<file path="src/rtl/noc_ord_pkg.sv">
`timescale 1ns/1ps
package noc_ord_pkg;
  localparam int ROUTE_W = 12;
  localparam int DEST_W  = 4;
  localparam int BEAT_W  = 4;

  function automatic logic [BEAT_W-1:0] beats_of(input logic [1:0] code);
    return BEAT_W'(1) << code;
  endfunction

  function automatic logic [ROUTE_W-1:0] route_of(input logic [DEST_W-1:0] d);
    return {d, ~d, d};
  endfunction
endpackage

</file>
<file path="src/rtl/noc_route_map.sv">
`timescale 1ns/1ps
module noc_route_map
  import noc_ord_pkg::*;
#(
  parameter int ADDR_W = 32
) (
  input  logic [ADDR_W-1:0]  addr,
  output logic [DEST_W-1:0]  dest,
  output logic [ROUTE_W-1:0] route
);
  always_comb begin
    dest  = addr[ADDR_W-1 -: DEST_W];
    route = route_of(dest);
  end
endmodule

</file>
<file path="src/rtl/noc_burst_seq.sv">
`timescale 1ns/1ps
module noc_burst_seq
  import noc_ord_pkg::*;
#(
  parameter int ADDR_W = 32,
  parameter int STEP   = 4
) (
  input  logic               clk,
  input  logic               rst_n,
  input  logic               load,
  input  logic [ADDR_W-1:0]  base_addr,
  input  logic               write,
  input  logic [1:0]         blen,
  input  logic               ack,
  input  logic [ROUTE_W-1:0] route,
  output logic               pkt_valid,
  output logic [ADDR_W-1:0]  pkt_addr,
  output logic [ROUTE_W-1:0] pkt_route,
  output logic [1:0]         pkt_blen,
  output logic               pkt_write,
  output logic               pkt_ack,
  output logic               pkt_cc,
  output logic               busy
);
  logic [BEAT_W-1:0] left_q;
  logic              ack_q;
  logic [BEAT_W-1:0] load_beats;

  assign load_beats = beats_of(blen);
  assign busy       = pkt_valid && (left_q != '0);

  always_ff @(posedge clk or negedge rst_n) begin
    if (!rst_n) begin
      pkt_valid <= 1'b0;
      pkt_addr  <= '0;
      pkt_route <= '0;
      pkt_blen  <= '0;
      pkt_write <= 1'b0;
      pkt_ack   <= 1'b0;
      pkt_cc    <= 1'b0;
      left_q    <= '0;
      ack_q     <= 1'b0;
    end else if (load) begin
      pkt_valid <= 1'b1;
      pkt_addr  <= base_addr;
      pkt_route <= route;
      pkt_blen  <= blen;
      pkt_write <= write;
      ack_q     <= ack;
      left_q    <= load_beats - BEAT_W'(1);
      pkt_cc    <= (load_beats != BEAT_W'(1));
      pkt_ack   <= ack && (load_beats == BEAT_W'(1));
    end else if (busy) begin
      pkt_addr  <= pkt_addr + ADDR_W'(STEP);
      left_q    <= left_q - BEAT_W'(1);
      pkt_cc    <= (left_q != BEAT_W'(1));
      pkt_ack   <= ack_q && (left_q == BEAT_W'(1));
    end else begin
      pkt_valid <= 1'b0;
    end
  end

  // a packet asking to keep the path is always followed by the next beat
  assert_cc_chain_R7: assert property (@(posedge clk) disable iff (!rst_n)
    (pkt_valid && pkt_cc && !load) |=> (pkt_valid && pkt_addr == $past(pkt_addr) + ADDR_W'(STEP)));
  // the closing packet of a burst ends the unrolling
  assert_last_beat_R7: assert property (@(posedge clk) disable iff (!rst_n)
    (pkt_valid && !pkt_cc) |-> !busy);
  // acknowledge request only on the closing packet
  assert_ack_last_R7: assert property (@(posedge clk) disable iff (!rst_n)
    (pkt_valid && pkt_ack) |-> !pkt_cc);
endmodule

</file>
<file path="src/rtl/noc_order_gate.sv">
`timescale 1ns/1ps
module noc_order_gate
  import noc_ord_pkg::*;
#(
  parameter int CNT_W = 5
) (
  input  logic              clk,
  input  logic              rst_n,
  input  logic              req_valid,
  input  logic              req_is_read,
  input  logic [DEST_W-1:0] req_dest,
  input  logic [BEAT_W-1:0] req_beats,
  input  logic              req_ack,
  input  logic              seq_busy,
  input  logic              rsp_arrive,
  input  logic              ack_arrive,
  output logic              req_ready,
  output logic              hold,
  output logic              accept
);
  localparam logic [CNT_W:0] CNT_MAX = {1'b0, {CNT_W{1'b1}}};

  logic [CNT_W-1:0]  cnt_q;
  logic [DEST_W-1:0] last_dest_q;
  logic              ack_pend_q;
  logic [CNT_W:0]    cnt_plus;
  logic              rd_block, cap_block;
  logic              rd_accept;
  logic [CNT_W:0]    cnt_next;

  always_comb begin
    cnt_plus  = {1'b0, cnt_q} + (CNT_W+1)'(req_beats);
    rd_block  = req_is_read && (cnt_q != '0) && (req_dest != last_dest_q);
    cap_block = req_is_read && (cnt_plus > CNT_MAX);
    req_ready = !seq_busy && !ack_pend_q && !rd_block && !cap_block;
    accept    = req_valid && req_ready;
    rd_accept = accept && req_is_read;
    hold      = ack_pend_q || (req_valid && (rd_block || cap_block));
    cnt_next  = {1'b0, cnt_q}
              + (rd_accept ? (CNT_W+1)'(req_beats) : '0)
              - (rsp_arrive ? (CNT_W+1)'(1) : '0);
  end

  always_ff @(posedge clk or negedge rst_n) begin
    if (!rst_n) begin
      cnt_q       <= '0;
      last_dest_q <= '0;
      ack_pend_q  <= 1'b0;
    end else begin
      cnt_q <= cnt_next[CNT_W-1:0];
      if (rd_accept) last_dest_q <= req_dest;
      if (accept && req_ack) ack_pend_q <= 1'b1;
      else if (ack_arrive)   ack_pend_q <= 1'b0;
    end
  end

  // a read joining in-flight reads must share their destination
  assert_same_dest_R2: assert property (@(posedge clk) disable iff (!rst_n)
    (rd_accept && cnt_q != '0) |-> (req_dest == last_dest_q));
  // the outstanding counter never wraps
  assert_no_overflow_R10: assert property (@(posedge clk) disable iff (!rst_n)
    rd_accept |=> (cnt_q >= $past(cnt_q)) || $past(rsp_arrive));
  // an acknowledged request closes the handshake until the acknowledge
  assert_ack_stall_R3: assert property (@(posedge clk) disable iff (!rst_n)
    (accept && req_ack) |=> !req_ready);
  // a response with no acceptance lowers the count by exactly one
  assert_net_count_R8: assert property (@(posedge clk) disable iff (!rst_n)
    (rsp_arrive && !rd_accept && cnt_q != '0) |=> (cnt_q == $past(cnt_q) - CNT_W'(1)));
endmodule

</file>
<file path="src/rtl/noc_init_order_ctrl.sv">
`timescale 1ns/1ps
module noc_init_order_ctrl
  import noc_ord_pkg::*;
#(
  parameter int ADDR_W = 32,
  parameter int CNT_W  = 5,
  parameter int STEP   = 4
) (
  input  logic               clk,
  input  logic               rst_n,
  input  logic               req_valid,
  output logic               req_ready,
  input  logic [ADDR_W-1:0]  req_addr,
  input  logic               req_write,
  input  logic [1:0]         req_blen,
  input  logic               req_ack,
  input  logic               rsp_arrive,
  input  logic               ack_arrive,
  output logic               pkt_valid,
  output logic [ADDR_W-1:0]  pkt_addr,
  output logic [ROUTE_W-1:0] pkt_route,
  output logic [1:0]         pkt_blen,
  output logic               pkt_write,
  output logic               pkt_ack,
  output logic               pkt_cc,
  output logic               init_hold
);
  logic [DEST_W-1:0]  req_dest;
  logic [ROUTE_W-1:0] req_route;
  logic [BEAT_W-1:0]  req_beats;
  logic               seq_busy;
  logic               accept;

  assign req_beats = beats_of(req_blen);

  noc_route_map #(.ADDR_W(ADDR_W)) u_map (
    .addr (req_addr),
    .dest (req_dest),
    .route(req_route)
  );

  noc_order_gate #(.CNT_W(CNT_W)) u_gate (
    .clk        (clk),
    .rst_n      (rst_n),
    .req_valid  (req_valid),
    .req_is_read(!req_write),
    .req_dest   (req_dest),
    .req_beats  (req_beats),
    .req_ack    (req_ack),
    .seq_busy   (seq_busy),
    .rsp_arrive (rsp_arrive),
    .ack_arrive (ack_arrive),
    .req_ready  (req_ready),
    .hold       (init_hold),
    .accept     (accept)
  );

  noc_burst_seq #(.ADDR_W(ADDR_W), .STEP(STEP)) u_seq (
    .clk      (clk),
    .rst_n    (rst_n),
    .load     (accept),
    .base_addr(req_addr),
    .write    (req_write),
    .blen     (req_blen),
    .ack      (req_ack),
    .route    (req_route),
    .pkt_valid(pkt_valid),
    .pkt_addr (pkt_addr),
    .pkt_route(pkt_route),
    .pkt_blen (pkt_blen),
    .pkt_write(pkt_write),
    .pkt_ack  (pkt_ack),
    .pkt_cc   (pkt_cc),
    .busy     (seq_busy)
  );

  // held with no burst in progress means the header does not move
  assert_hdr_stable_R9: assert property (@(posedge clk) disable iff (!rst_n)
    (init_hold && !seq_busy) |=> ($stable(pkt_addr) && $stable(pkt_route) &&
                                  $stable(pkt_cc) && $stable(pkt_blen)));
  // the route on the wire matches the destination of the wire address
  assert_route_R4: assert property (@(posedge clk) disable iff (!rst_n)
    pkt_valid |-> (pkt_route == route_of(pkt_addr[ADDR_W-1 -: DEST_W])));
endmodule

</file>
<file path="config.mk">
export PLATFORM = sky130hd
export DESIGN_NAME = noc_init_order_ctrl
export DESIGN_NICKNAME = d
export VERILOG_FILES = /design/src/rtl/noc_ord_pkg.sv /design/src/rtl/noc_route_map.sv /design/src/rtl/noc_burst_seq.sv /design/src/rtl/noc_order_gate.sv /design/src/rtl/noc_init_order_ctrl.sv
export SDC_FILE = /design/constraint.sdc
export NUM_CORES = 1
export LEC_CHECK = 0
export BUFFER_PORTS_ARGS = -buffer_cell sky130_fd_sc_hd__buf_4
export CORE_UTILIZATION = 54
export DETAILED_ROUTE_END_ITERATION = 8
export PLACE_DENSITY = 0.82
export SLEW_MARGIN = 5
export SYNTH_ARGS = -nofsm -noshare
export SYNTH_HDL_FRONTEND = slang
export SYNTH_HIERARCHICAL = 1
export SYNTH_SLANG_ARGS = --single-unit
</file>
<file path="constraint.sdc">
create_clock -name clk -period 5.08 [get_ports clk]
set_input_delay 0.762 -clock clk [delete_from_list [all_inputs] [get_ports clk]]
set_output_delay 0.762 -clock clk [all_outputs]
set_load 0.02 [all_outputs]
</file>
==> out/qor.log <==
[floorplanning] die height 86.4 um
[clock_tree] TritonCTS clock tree done
[timing] endpoints failing hold 0
[timing] headroom to the max-slew limit 31.8%
[setup_path] kind of cell adding the most delay to the critical path simple AND/OR/NAND/NOR gates
[clock_tree] count of instances resized after the clock tree is built 0
[final_layout] final core utilization 69.6%
[grt] number of global-route vias before repair 3154
[setup_path] cell with the most instances on the worst path inv_1
[final_layout] most used cells in the layout excluding fill and tap cells buf_4 (95), dfrtp_1 (65), nand2_1 (33)
[final_layout] area added between synthesis and finish 23.5%
[synthesis] EDFF count, synth 0
[timing] skew final 8.35 ps
[routing] DR iter-0 viols 311
[timing] final period utilization 78.1%
[synthesis] sequential cell area fraction in the yosys report 42.2%
[routing] count of nets left with antenna violations after detail routing 0
[setup_path] data arrival time at the worst-slack endpoint 4190 ps
[final_layout] Final nets 538
[setup_path] Register-to-Register Setup Slack 1110 ps
[grt] maximum number of pins on one net before global-route repair 66
[hold_path] number of instances on the worst hold path 2
[setup_path] element type at the critical path start register
[floorplanning] Die Footprint 7470 um^2
[grt] total congestion overflow after global routing 0
[pwr] power density over the cells 622 nW/um^2
[routing] Vias per Instance 5.89
[synthesis] number of synthesized register bits 65
[timing] unrepaired setup endpoints after global routing no
[final_layout] final instance area 4760 um^2
[placement] RePlAce Congestion 0.800
[timing] top achievable clock speed 252 MHz
[pwr] largest vdd supply drop 315 uV
[synthesis] number of library cell types mapped by synthesis 51
[final_layout] fraction of final layout cells with drive strength greater than 1 29.2%
[setup_path] critical-path cell list inv_1, ha_1, nor3b_1, buf_4, nand2b_1, clkinv_1, nor2b_1, nand2_1, or4b_1, ha_1, inv_1, ha_1, inv_1, fa_1, inv_1, a21o_1, a21oi_1, xnor2_1
[timing] Slew Limit Fails 0
[routing] Detailed Routing Iterations Pass 1 5
[synthesis] Synth Area in XOR/XNOR 4.55%
[pwr] proportion of power drawn by combinational gates 49.8%
[clock_tree] later-pin clock latency in the skew report 350 ps
[grt] global-route wire length before repair 15100 um
[floorplanning] placeable core area 6830 um^2
[setup_path] Worst path slowest cell or4b_1
[floorplanning] Std-Cell Rows 30
[synthesis] portion of netlist area occupied by mux cells 6.66%
[setup_path] WP depth 18
[timing] min Tclk post-route 3970 ps
[timing] final setup slack of the worst path 1110 ps
[grt] number of antenna violations at the first check in global routing 0
[clock_tree] post-CTS repair timing setup buffer count 0
[clock_tree] Worst-path clk slew 70 ps
[floorplanning] top-level I/O count 93
[flow_run] number of violations of the max-capacitance limit 0
[grt] global router's overall resource usage 26.0%
[placement] Port-buffer cells 92
[pwr] cell leakage power 2.08 nW
[placement] pre-CTS setup slack 1190 ps
[routing] Detailed Route WL 9340 um
[routing] DR vias 3434
[setup_path] cells on worst reg2reg path 18
[synthesis] post-synthesis share of cell area spent on and, or, nand and nor gates 22.1%
[setup_path] number of buffer and inverter instances along the worst setup path 6
[final_layout] Inserted Diodes 0
[clock_tree] count of hold-fix buffers inserted at cts 0
[setup_path] highest net fanout along the worst path 14
[clock_tree] clk root buf clkbuf_8
[pwr] switching part of the total power 42.2%
[final_layout] number of fill cells 562
[synthesis] largest family of logic cells by synthesized area simple AND/OR/NAND/NOR gates
[timing] Setup TNS Final 0 ps
[timing] worst hold slack across all endpoints 498 ps
[timing] Final setup viols 0
[routing] DRC violations left 0
[hold_path] type of the most critical hold path reg -> reg
[synthesis] async set-reset flop share out of synthesis 100%
[pwr] relative contribution of the clock network to total power 17.2%
[clock_tree] number of CTS-inserted buffers 9
[synthesis] commonest register cell after synthesis dfrtp_1
[synthesis] synthesized instance count 405
[synthesis] post-synthesis cell area 3850 um^2
[clock_tree] clock tree sinks 65
[synthesis] Syn Area/Cell 9.51 um^2
[placement] half-perimeter wire length after placement 6260 um
[pwr] Switch Pwr 0.00125 W
[clock_tree] number of levels in the clock H-tree 3
[routing] detailed-route wire length per cell 16.0 um
[pwr] Cell Int Power 0.00171 W
[pwr] Sequential Power Share 32.9%
[floorplanning] Die Width 86.4 um
[timing] actual transition at the worst max-transition pin 1010 ps
[synthesis] post-synthesis net count 461
[final_layout] leading cell type in the layout, fill and taps excluded buf_4
[setup_path] CP Capture Type register
[synthesis] count of warnings emitted by yosys 6
[clock_tree] clk buf depth 2
[setup_path] CP required 5310 ps
[placement] placed instance area 4530 um^2
[run_status] status finished clean
[synthesis] compound-gate portion of the synthesized area 12.7%
[synthesis] Post-Synth Adder-Cell Area 5.07%
[floorplanning] initial core utilization 56.4%
[setup_path] slowest cell delay on critical path 530 ps
[setup_path] start-to-end type of the worst setup path reg -> reg
[power by group through the flow]
stage	logic [W]	clock network (W)	registers (W)
global route	0.00160	0.000536	0.00101
detailed placement	0.00145	0	0.000980
floorplan	0.000783	0	0.00114
global placement	0.00140	0	0.000968
finish	0.00147	0.000510	0.000974
CTS	0.00147	0.000515	0.000974
[area by class of cell]
| cell class | instances | area, um^2 | area share (%) |
|---|---|---|---|
| Clock inverter | 5 | 77.6 | 1.63 |
| Inverter | 26 | 97.6 | 2.05 |
| Clock buffer | 11 | 151 | 3.18 |
| Sequential cell | 65 | 1630 | 34.2 |
| Tap cell | 96 | 120 | 2.53 |
| Timing Repair Buffer | 95 | 713 | 15.0 |
| Multi-Input combinational cell | 285 | 1970 | 41.4 |
[per-layer routing]
metal,global-route usage [%],wire [um]
met1,34.4,3960
met4,10.0,210
met2,42.2,4580
met3,5.33,589
met5,0,0
[flip-flops by register name, indices dropped and copies added, names as in the netlist]
register	flops
u_gate/last_dest_q	4
u_seq/pkt_cc	1
u_seq/pkt_route	12
u_seq/pkt_ack	1
u_seq/pkt_valid	1
u_gate/ack_pend_q	1
u_seq/pkt_write	1
u_seq/pkt_addr	32
u_gate/cnt_q	5
u_seq/ack_q	1
u_seq/pkt_blen	2
u_seq/left_q	4
[worst register-to-register path, cell delays in order (launching register included)]
cell and delay [ps]:
dfrtp_1 420, inv_1 80, ha_1 160, nor3b_1 200, buf_4 220, nand2b_1 180, clkinv_1 280, nor2b_1 330
nand2_1 150, or4b_1 530, ha_1 290, inv_1 50, ha_1 150, inv_1 60, fa_1 400, inv_1 70
a21o_1 100, a21oi_1 80, xnor2_1 120
[through the flow]
stage          instances  total power [W]
3_3_place_gp         567          0.00237
5_1_grt              583          0.00314
3_5_place_dp         567          0.00243
6_report             583          0.00296
4_1_cts              583          0.00296
2_1_floorplan        405          0.00192
[logic make-up (layout without fill, tap and decap cells)]
kind of cell               count (synthesis)  count (layout)
adders and majority gates                 15              15
xor gates and xnor gates                  20              20
buffers and inverters                     55             137
DFF                                       65              65
and+or+nand+nor                          151             151
muxes                                     23              23
AOI/OAI and AO/OA                         76              76
[Yosys cell counts, types with 2 or more instances]
library cell,instances,area [um^2]
inv_1,25,93.8
nand2_1,33,124
clkbuf_1,14,52.6
nor4_1,8,50.1
nand3_1,21,105
buf_1,2,7.51
mux2_2,21,236
a21oi_1,9,45.0
xnor2_1,14,123
buf_4,12,90.1
xor2_1,6,52.6
o31ai_1,9,67.6
ha_1,14,175
o21ai_0,26,130
or4_1,11,82.6
a22o_1,4,35.0
dfrtp_1,65,1630
nand2b_1,2,12.5
o21a_1,4,30.0
a31oi_1,11,68.8
nand3_2,2,20.0
a21o_1,3,22.5
nor2_1,18,67.6
mux2i_1,2,20.0
nand4_1,14,87.6
a221oi_1,4,35.0
and3_1,4,25.0
nor2b_1,10,62.6
nor3b_1,3,22.5
nor3_1,11,55.1
or3_1,3,18.8
[worst paths after layout]
kind                                  from                 end
hold reg to reg                u_seq/ack_q         u_seq/ack_q
max in group asynchronous            rst_n     u_gate/cnt_q[1]
min in group asynchronous            rst_n  u_seq/pkt_addr[18]
setup / recovery           u_seq/left_q[0]     u_gate/cnt_q[4]
setup reg to reg           u_seq/left_q[0]     u_gate/cnt_q[4]
hold / removal                 u_seq/ack_q         u_seq/ack_q
Note: power is estimated with default switching activity, not from simulation.
